==> config.mk <==
export PLATFORM = sky130hd
export DESIGN_NAME = sram_ctrl
export DESIGN_NICKNAME = d
export VERILOG_FILES = /design/src/rtl/sram_ctrl_pkg.sv /design/src/rtl/sram_cyc_timer.sv /design/src/rtl/sram_io_regs.sv /design/src/rtl/sram_ctrl.sv
export SDC_FILE = /design/constraint.sdc
export NUM_CORES = 1
export LEC_CHECK = 0
export ABC_AREA = 1
export BUFFER_PORTS_ARGS = -buffer_cell sky130_fd_sc_hd__buf_2
export CAP_MARGIN = 30
export CORE_ASPECT_RATIO = 1.5
export CORE_MARGIN = 4
export CORE_UTILIZATION = 49
export CTS_CLUSTER_SIZE = 28
export DETAILED_ROUTE_END_ITERATION = 7
export GPL_TIMING_DRIVEN = 0
export PLACE_DENSITY = 0.92
export SLEW_MARGIN = 20
export SYNTH_ARGS = -nofsm -noshare
export SYNTH_HDL_FRONTEND = slang
export SYNTH_SLANG_ARGS = --single-unit
==> constraint.sdc <==
create_clock -name clk -period 3.2 [get_ports clk]
set_clock_uncertainty 0.1 [all_clocks]
set_input_delay 0.48 -clock clk [delete_from_list [all_inputs] [get_ports clk]]
set_output_delay 0.48 -clock clk [all_outputs]
set_load 0.005 [all_outputs]
==> src/rtl/sram_ctrl_pkg.sv <==
package sram_ctrl_pkg;

    typedef enum logic [2:0] {
        ST_IDLE,
        ST_RD_ACCESS,
        ST_RD_END,
        ST_RD_TURN,
        ST_WR_PULSE,
        ST_WR_END
    } ctrl_state_e;

    function automatic int ceil_div(int num, int den);
        return (num + den - 1) / den;
    endfunction

    function automatic int max2(int a, int b);
        return (a > b) ? a : b;
    endfunction

endpackage

==> src/rtl/sram_cyc_timer.sv <==
module sram_cyc_timer #(
    parameter int CNT_W = 3
) (
    input  logic             clk,
    input  logic             rst_n,
    input  logic             load_i,
    input  logic [CNT_W-1:0] value_i,
    output logic             zero_o
);
    logic [CNT_W-1:0] cnt_q;

    always_ff @(posedge clk) begin
        if (!rst_n)
            cnt_q <= '0;
        else if (load_i)
            cnt_q <= value_i;
        else if (cnt_q != '0)
            cnt_q <= cnt_q - 1'b1;
    end

    assign zero_o = (cnt_q == '0);
endmodule

==> src/rtl/sram_io_regs.sv <==
module sram_io_regs #(
    parameter int ADDR_W = 19,
    parameter int DATA_W = 8
) (
    input  logic              clk,
    input  logic              rst_n,
    input  logic              accept_i,
    input  logic              capture_i,
    input  logic [ADDR_W-1:0] addr_i,
    input  logic [DATA_W-1:0] wdata_i,
    input  logic [DATA_W-1:0] bus_i,
    output logic [ADDR_W-1:0] addr_q,
    output logic [DATA_W-1:0] wdata_q,
    output logic [DATA_W-1:0] rdata_q
);
    always_ff @(posedge clk) begin
        if (!rst_n) begin
            addr_q  <= '0;
            wdata_q <= '0;
            rdata_q <= '0;
        end else begin
            if (accept_i) begin
                addr_q  <= addr_i;
                wdata_q <= wdata_i;
            end
            if (capture_i)
                rdata_q <= bus_i;
        end
    end
endmodule

==> src/rtl/sram_ctrl.sv <==
module sram_ctrl
    import sram_ctrl_pkg::*;
#(
    parameter int ADDR_W        = 19,
    parameter int DATA_W        = 8,
    parameter int CLK_PERIOD_NS = 10,
    parameter int T_ACCESS_NS   = 20,
    parameter int T_WPULSE_NS   = 14,
    parameter int T_DSETUP_NS   = 9,
    parameter int T_RELEASE_NS  = 5
) (
    input  logic              clk,
    input  logic              rst_n,
    input  logic              req_i,
    input  logic              wr_i,
    input  logic [ADDR_W-1:0] addr_i,
    input  logic [DATA_W-1:0] wdata_i,
    output logic              done_o,
    output logic [DATA_W-1:0] rdata_o,
    output logic [ADDR_W-1:0] mem_addr_o,
    output logic              mem_cs_n_o,
    output logic              mem_we_n_o,
    output logic              mem_oe_n_o,
    output logic [DATA_W-1:0] mem_dq_o,
    output logic              mem_dq_oe_o,
    input  logic [DATA_W-1:0] mem_dq_i
);
    localparam int RD_CYC  = max2(1, ceil_div(T_ACCESS_NS, CLK_PERIOD_NS));
    localparam int WP_CYC  = max2(1, ceil_div(max2(T_WPULSE_NS, T_DSETUP_NS), CLK_PERIOD_NS));
    localparam int TA_CYC  = max2(1, ceil_div(T_RELEASE_NS, CLK_PERIOD_NS));
    localparam int CNT_MAX = max2(RD_CYC, max2(WP_CYC, TA_CYC));
    localparam int CNT_W   = max2(1, $clog2(CNT_MAX + 1));

    localparam logic [CNT_W-1:0] LD_RD = CNT_W'(RD_CYC - 1);
    localparam logic [CNT_W-1:0] LD_WP = CNT_W'(WP_CYC - 1);
    localparam logic [CNT_W-1:0] LD_TA = CNT_W'(max2(TA_CYC - 2, 0));

    ctrl_state_e      state_q, state_d;
    logic             tmr_load, tmr_zero;
    logic [CNT_W-1:0] tmr_value;
    logic             accept, capture;

    // state register
    always_ff @(posedge clk) begin
        if (!rst_n)
            state_q <= ST_IDLE;
        else
            state_q <= state_d;
    end

    // next state and timer control
    always_comb begin
        state_d   = state_q;
        tmr_load  = 1'b0;
        tmr_value = '0;
        accept    = 1'b0;
        capture   = 1'b0;
        unique case (state_q)
            ST_IDLE: begin
                if (req_i) begin
                    accept    = 1'b1;
                    tmr_load  = 1'b1;
                    tmr_value = wr_i ? LD_WP : LD_RD;
                    state_d   = wr_i ? ST_WR_PULSE : ST_RD_ACCESS;
                end
            end
            ST_RD_ACCESS: begin
                if (tmr_zero) begin
                    capture = 1'b1;
                    state_d = ST_RD_END;
                end
            end
            ST_RD_END: begin
                if (TA_CYC > 1) begin
                    tmr_load  = 1'b1;
                    tmr_value = LD_TA;
                    state_d   = ST_RD_TURN;
                end else begin
                    state_d = ST_IDLE;
                end
            end
            ST_RD_TURN:  if (tmr_zero) state_d = ST_IDLE;
            ST_WR_PULSE: if (tmr_zero) state_d = ST_WR_END;
            ST_WR_END:   state_d = ST_IDLE;
            default:     state_d = ST_IDLE;
        endcase
    end

    // strobe and driver outputs
    always_comb begin
        mem_cs_n_o  = 1'b1;
        mem_we_n_o  = 1'b1;
        mem_oe_n_o  = 1'b1;
        mem_dq_oe_o = 1'b0;
        done_o      = 1'b0;
        unique case (state_q)
            ST_IDLE, ST_RD_TURN: ;
            ST_RD_ACCESS: begin
                mem_cs_n_o = 1'b0;
                mem_oe_n_o = 1'b0;
            end
            ST_RD_END: done_o = 1'b1;
            ST_WR_PULSE: begin
                mem_cs_n_o  = 1'b0;
                mem_we_n_o  = 1'b0;
                mem_dq_oe_o = 1'b1;
            end
            ST_WR_END: begin
                mem_dq_oe_o = 1'b1;
                done_o      = 1'b1;
            end
            default: ;
        endcase
    end

    sram_cyc_timer #(.CNT_W(CNT_W)) i_timer (
        .clk     (clk),
        .rst_n   (rst_n),
        .load_i  (tmr_load),
        .value_i (tmr_value),
        .zero_o  (tmr_zero)
    );

    sram_io_regs #(.ADDR_W(ADDR_W), .DATA_W(DATA_W)) i_io (
        .clk       (clk),
        .rst_n     (rst_n),
        .accept_i  (accept),
        .capture_i (capture),
        .addr_i    (addr_i),
        .wdata_i   (wdata_i),
        .bus_i     (mem_dq_i),
        .addr_q    (mem_addr_o),
        .wdata_q   (mem_dq_o),
        .rdata_q   (rdata_o)
    );

    // output enable stays high through the write strobe
    a_r5_oe_high_in_write: assert property (@(posedge clk) disable iff (!rst_n)
        !mem_we_n_o |-> (mem_oe_n_o && !mem_cs_n_o));

    // address held while selected
    a_r6_addr_stable: assert property (@(posedge clk) disable iff (!rst_n)
        (!mem_cs_n_o && $past(!mem_cs_n_o)) |-> $stable(mem_addr_o));

    // driver only in the write window
    a_r7_drive_window: assert property (@(posedge clk) disable iff (!rst_n)
        mem_dq_oe_o |-> (!mem_we_n_o || $past(!mem_we_n_o)));

    // output enable never falls straight after the driver was on
    a_r8_no_oe_after_drive: assert property (@(posedge clk) disable iff (!rst_n)
        $fell(mem_oe_n_o) |-> !$past(mem_dq_oe_o));

    // driver never rises straight after the memory drove
    a_r8_no_drive_after_read: assert property (@(posedge clk) disable iff (!rst_n)
        $rose(mem_dq_oe_o) |-> $past(mem_oe_n_o));

    // done is a single-cycle pulse
    a_r10_done_pulse: assert property (@(posedge clk) disable iff (!rst_n)
        done_o |=> !done_o);

    // strobes only leave idle after a request
    a_r9_start_on_req: assert property (@(posedge clk) disable iff (!rst_n)
        $fell(mem_cs_n_o) |-> $past(req_i));
endmodule

==> impl_metrics.toml <==
[detailed_routing]
drtAntennaViolNets = 0
drcViolationCount = 0
wl_per_cell_um = 12.3
first_pass_iters = 5
routed_wl_um = 4050
drt_iter0_drc = 14
vias = 1583
via_per_inst = 4.81

[die]
die_y_um = 80.1
dieArea_um2 = 4490
die_x_um = 56.1
pin_count = 79
num_rows = 25
core_um2 = 3250
initial_core_util_pct = 52.2

[power_and_ir_drop]
ir_worst_vdd_mv = 0.500
clockPowerShare_pct = 21.9
p_int_uw = 1170
powerDensity_nw_per_um2 = 809
pwr-share-seq_pct = 38.3
p_sw_uw = 652
p_sw_share_pct = 35.9
power.leakage_uw = 0.00110
power_frac_comb_pct = 39.9

[job]
drv_cap = 0

[timing]
min_period_ns = 1.78
slew_viol_final = 0
max_freq_mhz = 560
setup_viol = 0
rsz0062_at_grt = "no"
relSlewSlack_pct = 55.5
setup_tns_ns = 0
finalCritPeriodShare_pct = 55.8
worst_pin_slew_ns = 0.667
hold_violations = 0

[synthesis]
synth_cell_type_count = 20
synth_top_area_cell = "dfxtp_1"
synth-seq-area-share_pct = 47.2
synth_top_area_share_pct = 47.2
synth_nets = 243
syn-cell-area_um2 = 1700
yosys-top-cells-area = "dfxtp_1, nand2_1, a21oi_2"
avgSynthCellArea_um2 = 8.36
syn_inst = 203
ys_warn_count = 0
synth_seq_cells = 40

[setup_path]
cp.arrival_ns = 1.20
crit_type = "flip-flop to output pin"
r2r_slack_ns = 1.76
crit_path_start_kind = "flip-flop"
end_kind = "output pin"
cp.required_ns = 2.62
worstPathMaxFanout = 7

[cts]
cts_resized = 0
post_cts_buffers = 0
cts_buffers = 5
clock_path_buffers = 2
holdBufCountCts = 0
root_buffer = "clkbuf_8"
cts_tree = "yes"
clkTransAtPathRegs_ns = 0.08
clk_latency_ns = 0.29
htree_num_levels = 2
clock-sinks = 40

[final_layout]
layout-drive-gt1-share_pct = 47.8
final_cells = 329
layout.nets = 328
area_growth_pct = 32.3
diodes = 0
layout_commonest_cell = "buf_2"
n_fill_cell = 286
fin_area_um2 = 2250
fin_util_pct = 69.0
layout_common_cells = "buf_2, nand2_1, dfxtp_1"

[status]
status = "finished clean"

[placement]
dpl_cell_area_um2 = 2140
port_buffers = 78
hpwl_um = 3070
dp.cells = 321
place_congestion = 0.764

[grt]
antenna_found_initial = 0
grt_pass1_vias = 1504
overflow = 0
grt_pass1_wl_um = 6400
grt_usage_pct = 18.1
grt_max_degree = 13

[worst_hold_path]
hold_path.class = "input port to flip-flop"
==> registers in the layout, summed over array words and instances (netlist names) <==
register	flops
i_io.wdata_q	8
i_io.addr_q	19
state_q	3
i_io.rdata_q	8
i_timer.cnt_q	2
==> routing by layer <==
metal,track usage [%],part of all wire [%]
met1,17.6,37
met2,35.8,56
met3,4.82,6.0
met4,6.41,1.1
met5,0,0
==> Yosys cell counts <==
cell      number
nand2_1       50
dfxtp_1       40
nor2_1        21
a21oi_2       19
nand2_2       18
a21oi_1       11
o21ai_0       10
inv_1          8
clkbuf_1       4
inv_2          4
buf_12         3
nand2_4        3
nand3_1        3
buf_4          2
nor2_4         2
ha_1           1
inv_4          1
nand4_1        1
nor2_2         1
xor2_1         1
==> worst max-delay path, stage by stage, from the launching register on <==
cell	delay (ns)
dfxtp_1	0.45
inv_1	0.15
o21ai_0	0.18
buf_2	0.14
==> layout make-up <==
cell class,count,area (um2),area share (%)
buffer,9,90.1,4.01
tap,40,50.0,2.23
timing repair buffer,78,390,17.4
multi-input combinational,141,756,33.6
sequential,40,801,35.7
clock buffer,6,72.6,3.23
clock inverter,2,35.0,1.56
inverter,13,51.3,2.28
==> power groups by stage <==
| stage | clock network (uW) | registers (uW) | logic [uW] |
|---|---|---|---|
| floorplan | 0 | 709 | 492 |
| CTS | 406 | 693 | 737 |
| global route | 430 | 708 | 810 |
| detailed placement | 0 | 702 | 732 |
| finish | 398 | 695 | 725 |
| global placement | 0 | 698 | 710 |
==> cell families after synthesis <==
family	synth area share, %
and+or+nand+nor	27.3
xor gates and xnor gates	0.516
AOI/OAI and AO/OA	16.0
DFF	47.2
buffers and inverters	8.33
adders and majority gates	0.737
==> through the flow <==
| stage | hold slack (ns) | setup slack [ns] | total power (uW) |
|---|---|---|---|
| 6_report | 0.313 | 1.42 | 1820 |
| 5_1_grt | 0.315 | 1.33 | 1950 |
| 2_1_floorplan | 0.360 | 1.89 | 1200 |
| 3_3_place_gp | 0.348 | 1.71 | 1410 |
| 4_1_cts | 0.306 | 1.41 | 1840 |
| 3_5_place_dp | 0.351 | 1.70 | 1430 |
==> path summary, 6_finish.rpt <==
path / endpoint / cells after the start / startpoint
worst max-delay path: done_o / 3 / state_q[2]
worst min-delay path: i_io.rdata_q[6] / 3 / mem_dq_i[6]
worst max register to register: i_io.rdata_q[5] / 7 / i_timer.cnt_q[0]
worst min register to register: i_io.addr_q[5] / 2 / i_io.addr_q[5]
(Power assumes the default switching activity.)
